$ cat src/rtl/pcsteer_pkg.sv
package pcsteer_pkg;

  localparam int SEL_W = 3;

  typedef enum logic [SEL_W-1:0] {
    SRC_SEQ   = 3'd0,
    SRC_BRCH  = 3'd1,
    SRC_JABS  = 3'd2,
    SRC_JREG  = 3'd3,
    SRC_ILL   = 3'd4,
    SRC_IRQ   = 3'd5,
    SRC_RST   = 3'd6,
    SRC_SPARE = 3'd7
  } pc_src_e;

  typedef struct packed {
    logic [31:0] seq;
    logic [31:0] brch;
    logic [31:0] jabs;
    logic [31:0] jreg;
  } pc_cand_t;

endpackage

$ cat src/rtl/pcsteer_targets.sv
module pcsteer_targets #(
  parameter int XLEN    = 32,
  parameter int FIELD_W = 26,
  parameter int IMM_W   = 16
) (
  input  logic [XLEN-1:0]    cur_pc,
  input  logic [FIELD_W-1:0] field,
  input  logic [XLEN-1:0]    rj_val,
  output logic [XLEN-1:0]    seq_addr,
  output logic [XLEN-1:0]    brch_addr,
  output logic [XLEN-1:0]    jabs_addr,
  output logic [XLEN-1:0]    jreg_addr
);
  localparam int KEEP_W = XLEN - FIELD_W - 2;
  localparam int EXT_W  = XLEN - IMM_W - 2;
  localparam logic [XLEN-1:0] WORD = XLEN'(4);
  localparam logic [XLEN-1:0] ALIGN_MASK = ~XLEN'(3);

  logic [IMM_W-1:0] imm;
  logic [XLEN-1:0]  offs;

  always_comb begin
    imm       = field[IMM_W-1:0];
    offs      = {{EXT_W{imm[IMM_W-1]}}, imm, 2'b00};
    seq_addr  = cur_pc + WORD;
    brch_addr = seq_addr + offs;
    jabs_addr = {cur_pc[XLEN-1 -: KEEP_W], field, 2'b00};
    jreg_addr = rj_val & ALIGN_MASK;
  end
endmodule

$ cat src/rtl/pcsteer_mux.sv
module pcsteer_mux
  import pcsteer_pkg::*;
#(
  parameter int XLEN = 32,
  parameter logic [XLEN-1:0] VEC_RESET = 32'h8000_0000,
  parameter logic [XLEN-1:0] VEC_ILL   = 32'h8000_0040,
  parameter logic [XLEN-1:0] VEC_IRQ   = 32'h8000_0080
) (
  input  logic [SEL_W-1:0] code,
  input  logic [XLEN-1:0]  seq_addr,
  input  logic [XLEN-1:0]  brch_addr,
  input  logic [XLEN-1:0]  jabs_addr,
  input  logic [XLEN-1:0]  jreg_addr,
  output logic [XLEN-1:0]  next_addr
);
  pc_src_e src;

  always_comb begin
    src = pc_src_e'(code);
    unique case (src)
      SRC_SEQ:   next_addr = seq_addr;
      SRC_BRCH:  next_addr = brch_addr;
      SRC_JABS:  next_addr = jabs_addr;
      SRC_JREG:  next_addr = jreg_addr;
      SRC_ILL:   next_addr = VEC_ILL;
      SRC_IRQ:   next_addr = VEC_IRQ;
      SRC_RST:   next_addr = VEC_RESET;
      SRC_SPARE: next_addr = seq_addr;
      default:   next_addr = seq_addr;
    endcase
  end
endmodule

$ cat src/rtl/pcsteer_reg.sv
module pcsteer_reg #(
  parameter int XLEN = 32,
  parameter logic [XLEN-1:0] VEC_RESET = 32'h8000_0000
) (
  input  logic            clk,
  input  logic            rst,
  input  logic            hold,
  input  logic [XLEN-1:0] next_addr,
  output logic [XLEN-1:0] pc_q,
  output logic [XLEN-1:0] pc4_q
);
  localparam logic [XLEN-1:0] WORD = XLEN'(4);

  always_ff @(posedge clk) begin
    if (rst) begin
      pc_q  <= VEC_RESET;
      pc4_q <= VEC_RESET + WORD;
    end else if (!hold) begin
      pc_q  <= next_addr;
      pc4_q <= next_addr + WORD;
    end
  end
endmodule

$ cat src/rtl/pc_steer.sv
module pc_steer
  import pcsteer_pkg::*;
#(
  parameter int XLEN    = 32,
  parameter int FIELD_W = 26,
  parameter int IMM_W   = 16,
  parameter logic [XLEN-1:0] VEC_RESET = 32'h8000_0000,
  parameter logic [XLEN-1:0] VEC_ILL   = 32'h8000_0040,
  parameter logic [XLEN-1:0] VEC_IRQ   = 32'h8000_0080
) (
  input  logic               clk,
  input  logic               rst,
  input  logic               stall,
  input  logic [SEL_W-1:0]   sel,
  input  logic [FIELD_W-1:0] instr_field,
  input  logic [XLEN-1:0]    reg_jump,
  output logic [XLEN-1:0]    pc,
  output logic [XLEN-1:0]    pc_plus4
);
  pc_cand_t        cand;
  logic [XLEN-1:0] nxt;

  pcsteer_targets #(.XLEN(XLEN), .FIELD_W(FIELD_W), .IMM_W(IMM_W)) u_tgt (
    .cur_pc    (pc),
    .field     (instr_field),
    .rj_val    (reg_jump),
    .seq_addr  (cand.seq),
    .brch_addr (cand.brch),
    .jabs_addr (cand.jabs),
    .jreg_addr (cand.jreg)
  );

  pcsteer_mux #(.XLEN(XLEN), .VEC_RESET(VEC_RESET), .VEC_ILL(VEC_ILL),
                .VEC_IRQ(VEC_IRQ)) u_mux (
    .code      (sel),
    .seq_addr  (cand.seq),
    .brch_addr (cand.brch),
    .jabs_addr (cand.jabs),
    .jreg_addr (cand.jreg),
    .next_addr (nxt)
  );

  pcsteer_reg #(.XLEN(XLEN), .VEC_RESET(VEC_RESET)) u_reg (
    .clk       (clk),
    .rst       (rst),
    .hold      (stall),
    .next_addr (nxt),
    .pc_q      (pc),
    .pc4_q     (pc_plus4)
  );
endmodule

$ cat config.mk
export PLATFORM = sky130hd
export DESIGN_NAME = pc_steer
export DESIGN_NICKNAME = d
export VERILOG_FILES = /design/src/rtl/pcsteer_pkg.sv /design/src/rtl/pcsteer_targets.sv /design/src/rtl/pcsteer_mux.sv /design/src/rtl/pcsteer_reg.sv /design/src/rtl/pc_steer.sv
export SDC_FILE = /design/constraint.sdc
export NUM_CORES = 1
export LEC_CHECK = 0
export BUFFER_PORTS_ARGS = -buffer_cell sky130_fd_sc_hd__buf_2
export CAP_MARGIN = 20
export CORE_UTILIZATION = 40
export CTS_CLUSTER_DIAMETER = 60
export DETAILED_ROUTE_END_ITERATION = 8
export GPL_ROUTABILITY_DRIVEN = 0
export SLEW_MARGIN = 20
export SYNTH_ARGS = -nofsm -noshare
export SYNTH_HDL_FRONTEND = slang
export SYNTH_HIERARCHICAL = 1
export SYNTH_SLANG_ARGS = --single-unit
$ cat constraint.sdc
create_clock -name clk -period 6.95 [get_ports clk]
set_input_delay 1.39 -clock clk [delete_from_list [all_inputs] [get_ports clk]]
set_output_delay 1.39 -clock clk [all_outputs]
set_load 0.02 [all_outputs]
==> impl_metrics.tcl <==
set metrics [dict create \
    outcome "completed" \
    ctsHoldBuffers 0 \
    drcViolationCount 0 \
    final_max_slew_viol_count 0 \
    grt_max_degree 71 \
    clkSinkCount 62 \
    cts-root-buf "clkbuf_16" \
    wl_mm 20.4 \
    cp.required_ns 7.16 \
    max_freq_mhz 184 \
    layout_setup_ws_ns 1.52 \
    r2r_end "u_reg/pc4_q[30]" \
    core.rowCount 48 \
    async_flop_share_pct 0 \
    num_vias 6623 \
    ant_nets 0 \
    crit_type "reg2reg" \
    design.portCount 128 \
    gr-total-overflow 0 \
    utilization_pct 43.0 \
    cts_buffers 9 \
    max-cap-violations 0 \
    power.leakage_uw 0.00312 \
    rsz0062_at_grt "false" \
    clock_path_buffers 2 \
    crit_path_end_kind "register" \
    core_mm2 0.0173 \
    via_per_inst 5.71 \
    yosysSeqAreaShare_pct 17.5 \
    grt_pass1_vias 5967 \
    die_w_um 135 \
    dieArea_mm2 0.0182 \
    reg2reg_slack_ns 1.52 \
    path_clk_slew_ns 0.05 \
    antenna_found_initial 0 \
    grt_pass1_wl_mm 32.0 \
    min_period_over_period_pct 78.1 \
    cts_resized 0 \
    relSlewSlack_pct 43.0 \
    synth_ff_type "dfxtp_1" \
    hold_viol 0 \
    drtPass1Iterations 5 \
    htree_levels 3 \
    syn_area_mm2 0.00708 \
    cp-startpoint "u_reg/pc_q[4]" \
    reg2regPathDepth 18 \
    yosys_warnings 6 \
    hold_ws_ns 0.470 \
    initial_core_util_pct 40.9 \
    hp-class "reg2reg" \
    track_usage_pct 22.3 \
    post_cts_buffers 0 \
    drt_iter0_drc 632 \
    startpoint_type "register" \
    synth-seq-cells 62 \
    fin_skew_ns 0.00654 \
    avgRoutedWirePerCell_um 17.6 \
    dp_hpwl_mm 15.4 \
    power.density_mw_per_mm2 164 \
    cts_tree "yes" \
    setup_tns_ns 0 \
    port_buffers 125 \
    drive_gt1_share_pct 19.9 \
    place_ws_ns 1.51 \
    tightest_slew_ns 0.853 \
    synth_edf_count 0 \
    power.total_uw 1220 \
    irDropWorstVdd_uv 176 \
    fin_crit_ns 5.43 \
    syn_to_final_growth_pct 5.11 \
    r2r_start "u_reg/pc_q[4]" \
    syn_area_per_cell_um2 7.71 \
    diodes 0 \
    arrival_ns 5.64 \
    clkLatencyLatePin_ns 0.33 \
    critPathCapture "u_reg/pc4_q[30]" \
    path_max_fanout 8 \
    die_h_um 135 \
    nets 1031 \
    synthCells 918 \
    hp-start "u_reg/pc4_q[4]" \
    finalSetupViolCount 0 \
    ys_types 87 \
]
## sequential cells by signal, summed over array words and instances, names as in the netlist
signal	cells
u_reg/pc4_q	30
u_reg/pc_q	32
## cells in the final DEF (no fill, tap or decap), types with 9 or more instances in the layout
master and count:
nand3_1 24, buf_2 125, o2bb2ai_1 29, nor3_1 9, clkbuf_16 9, a21oi_1 42, o21ai_0 19, ha_1 34
a211oi_1 14, o32ai_1 19, o32ai_2 10, nor4_1 10, mux2i_1 29, nor2_1 104, and3_1 13, inv_1 39
nand2_1 83, xor2_1 20, a311oi_1 9, o22a_1 30, a21o_1 10, nor2b_1 9, xnor2_1 45, dfxtp_1 62
nand4_1 23
## cells by family after synthesis
logic type / share of synthesized area, %
AOI/OAI and AO/OA: 25.7
xor gates and xnor gates: 8.27
adders and majority gates: 6.29
buffers and inverters: 14.4
DFF: 17.5
muxes: 4.90
other: 0.0530
and+or+nand+nor: 22.8
## synthesized netlist by cell type, types with 14 or more instances
cell type  number  area, um2
nand2_1        83        312
a211oi_1       14        105
clkbuf_1       23       86.3
o21ai_0        19       95.1
o2bb2ai_1      29        254
mux2i_1        29        290
nand3_1        24        120
ha_1           34        425
xor2_1         20        175
nor2_1        104        390
nand4_1        23        144
buf_2          18       90.1
dfxtp_1        62       1240
o22a_1         30        263
buf_4          75        563
xnor2_1        45        394
o32ai_1        19        166
inv_1          39        146
a21oi_1        42        210
## area by class of cell
class,instances,area (um2)
clock buffer,12,246
clock inverter,2,10.0
fill,1784,9860
inverter,41,154
multi-input combinational,686,4830
sequential,62,1240
tap,225,282
timing repair buffer,132,678
## worst min-delay path by stage
stage / to / slack [ns] / cells past startpoint
final: u_reg/pc4_q[4] / 0.47 / 2
after global routing: u_reg/pc4_q[17] / 0.50 / 2
after CTS: u_reg/pc4_q[4] / 0.47 / 2
after detailed placement: u_reg/pc4_q[4] / 0.46 / 2
after global placement: u_reg/pc4_q[4] / 0.47 / 2
after floorplan: u_reg/pc4_q[4] / 0.54 / 2
## power by group
group,leakage (uW),switching (uW),internal [uW],total (uW)
clock network,0.000128,143,245,388
registers,0.000509,26.0,380,406
logic,0.00249,266,159,425
## worst max-delay path, cell delays in order (launching register included)
cell and delay, ns:
dfxtp_1 0.44, and4_1 0.41, nand4_4 0.16, nor2_2 0.29, nand4_1 0.17, xnor2_1 0.39
ha_1 0.40, a21oi_1 0.18, o21ai_0 0.15, nor4_1 0.36, o211ai_1 0.24, a31o_1 0.27
a21oi_1 0.18, xnor2_1 0.14, o22a_1 0.27, and3_1 0.23, nand4_1 0.11, or4b_2 0.63
mux2_2 0.29
## layer usage
metal	up-vias	GRT usage (%)	wire length, um
li1	3298	-	-
met1	3096	32.3	10100
met5	-	0	0
met4	0	6.12	308
met2	208	34.0	8850
met3	21	3.57	1220
## stage by stage
stage / instances / cell area [um2]
after floorplan: 921 / 7090
after global placement: 1146 / 7180
after detailed placement: 1146 / 7180
after CTS: 1160 / 7440
after global routing: 1160 / 7440
final: 1160 / 7440
No activity file was read; power rests on OpenSTA's default activity.
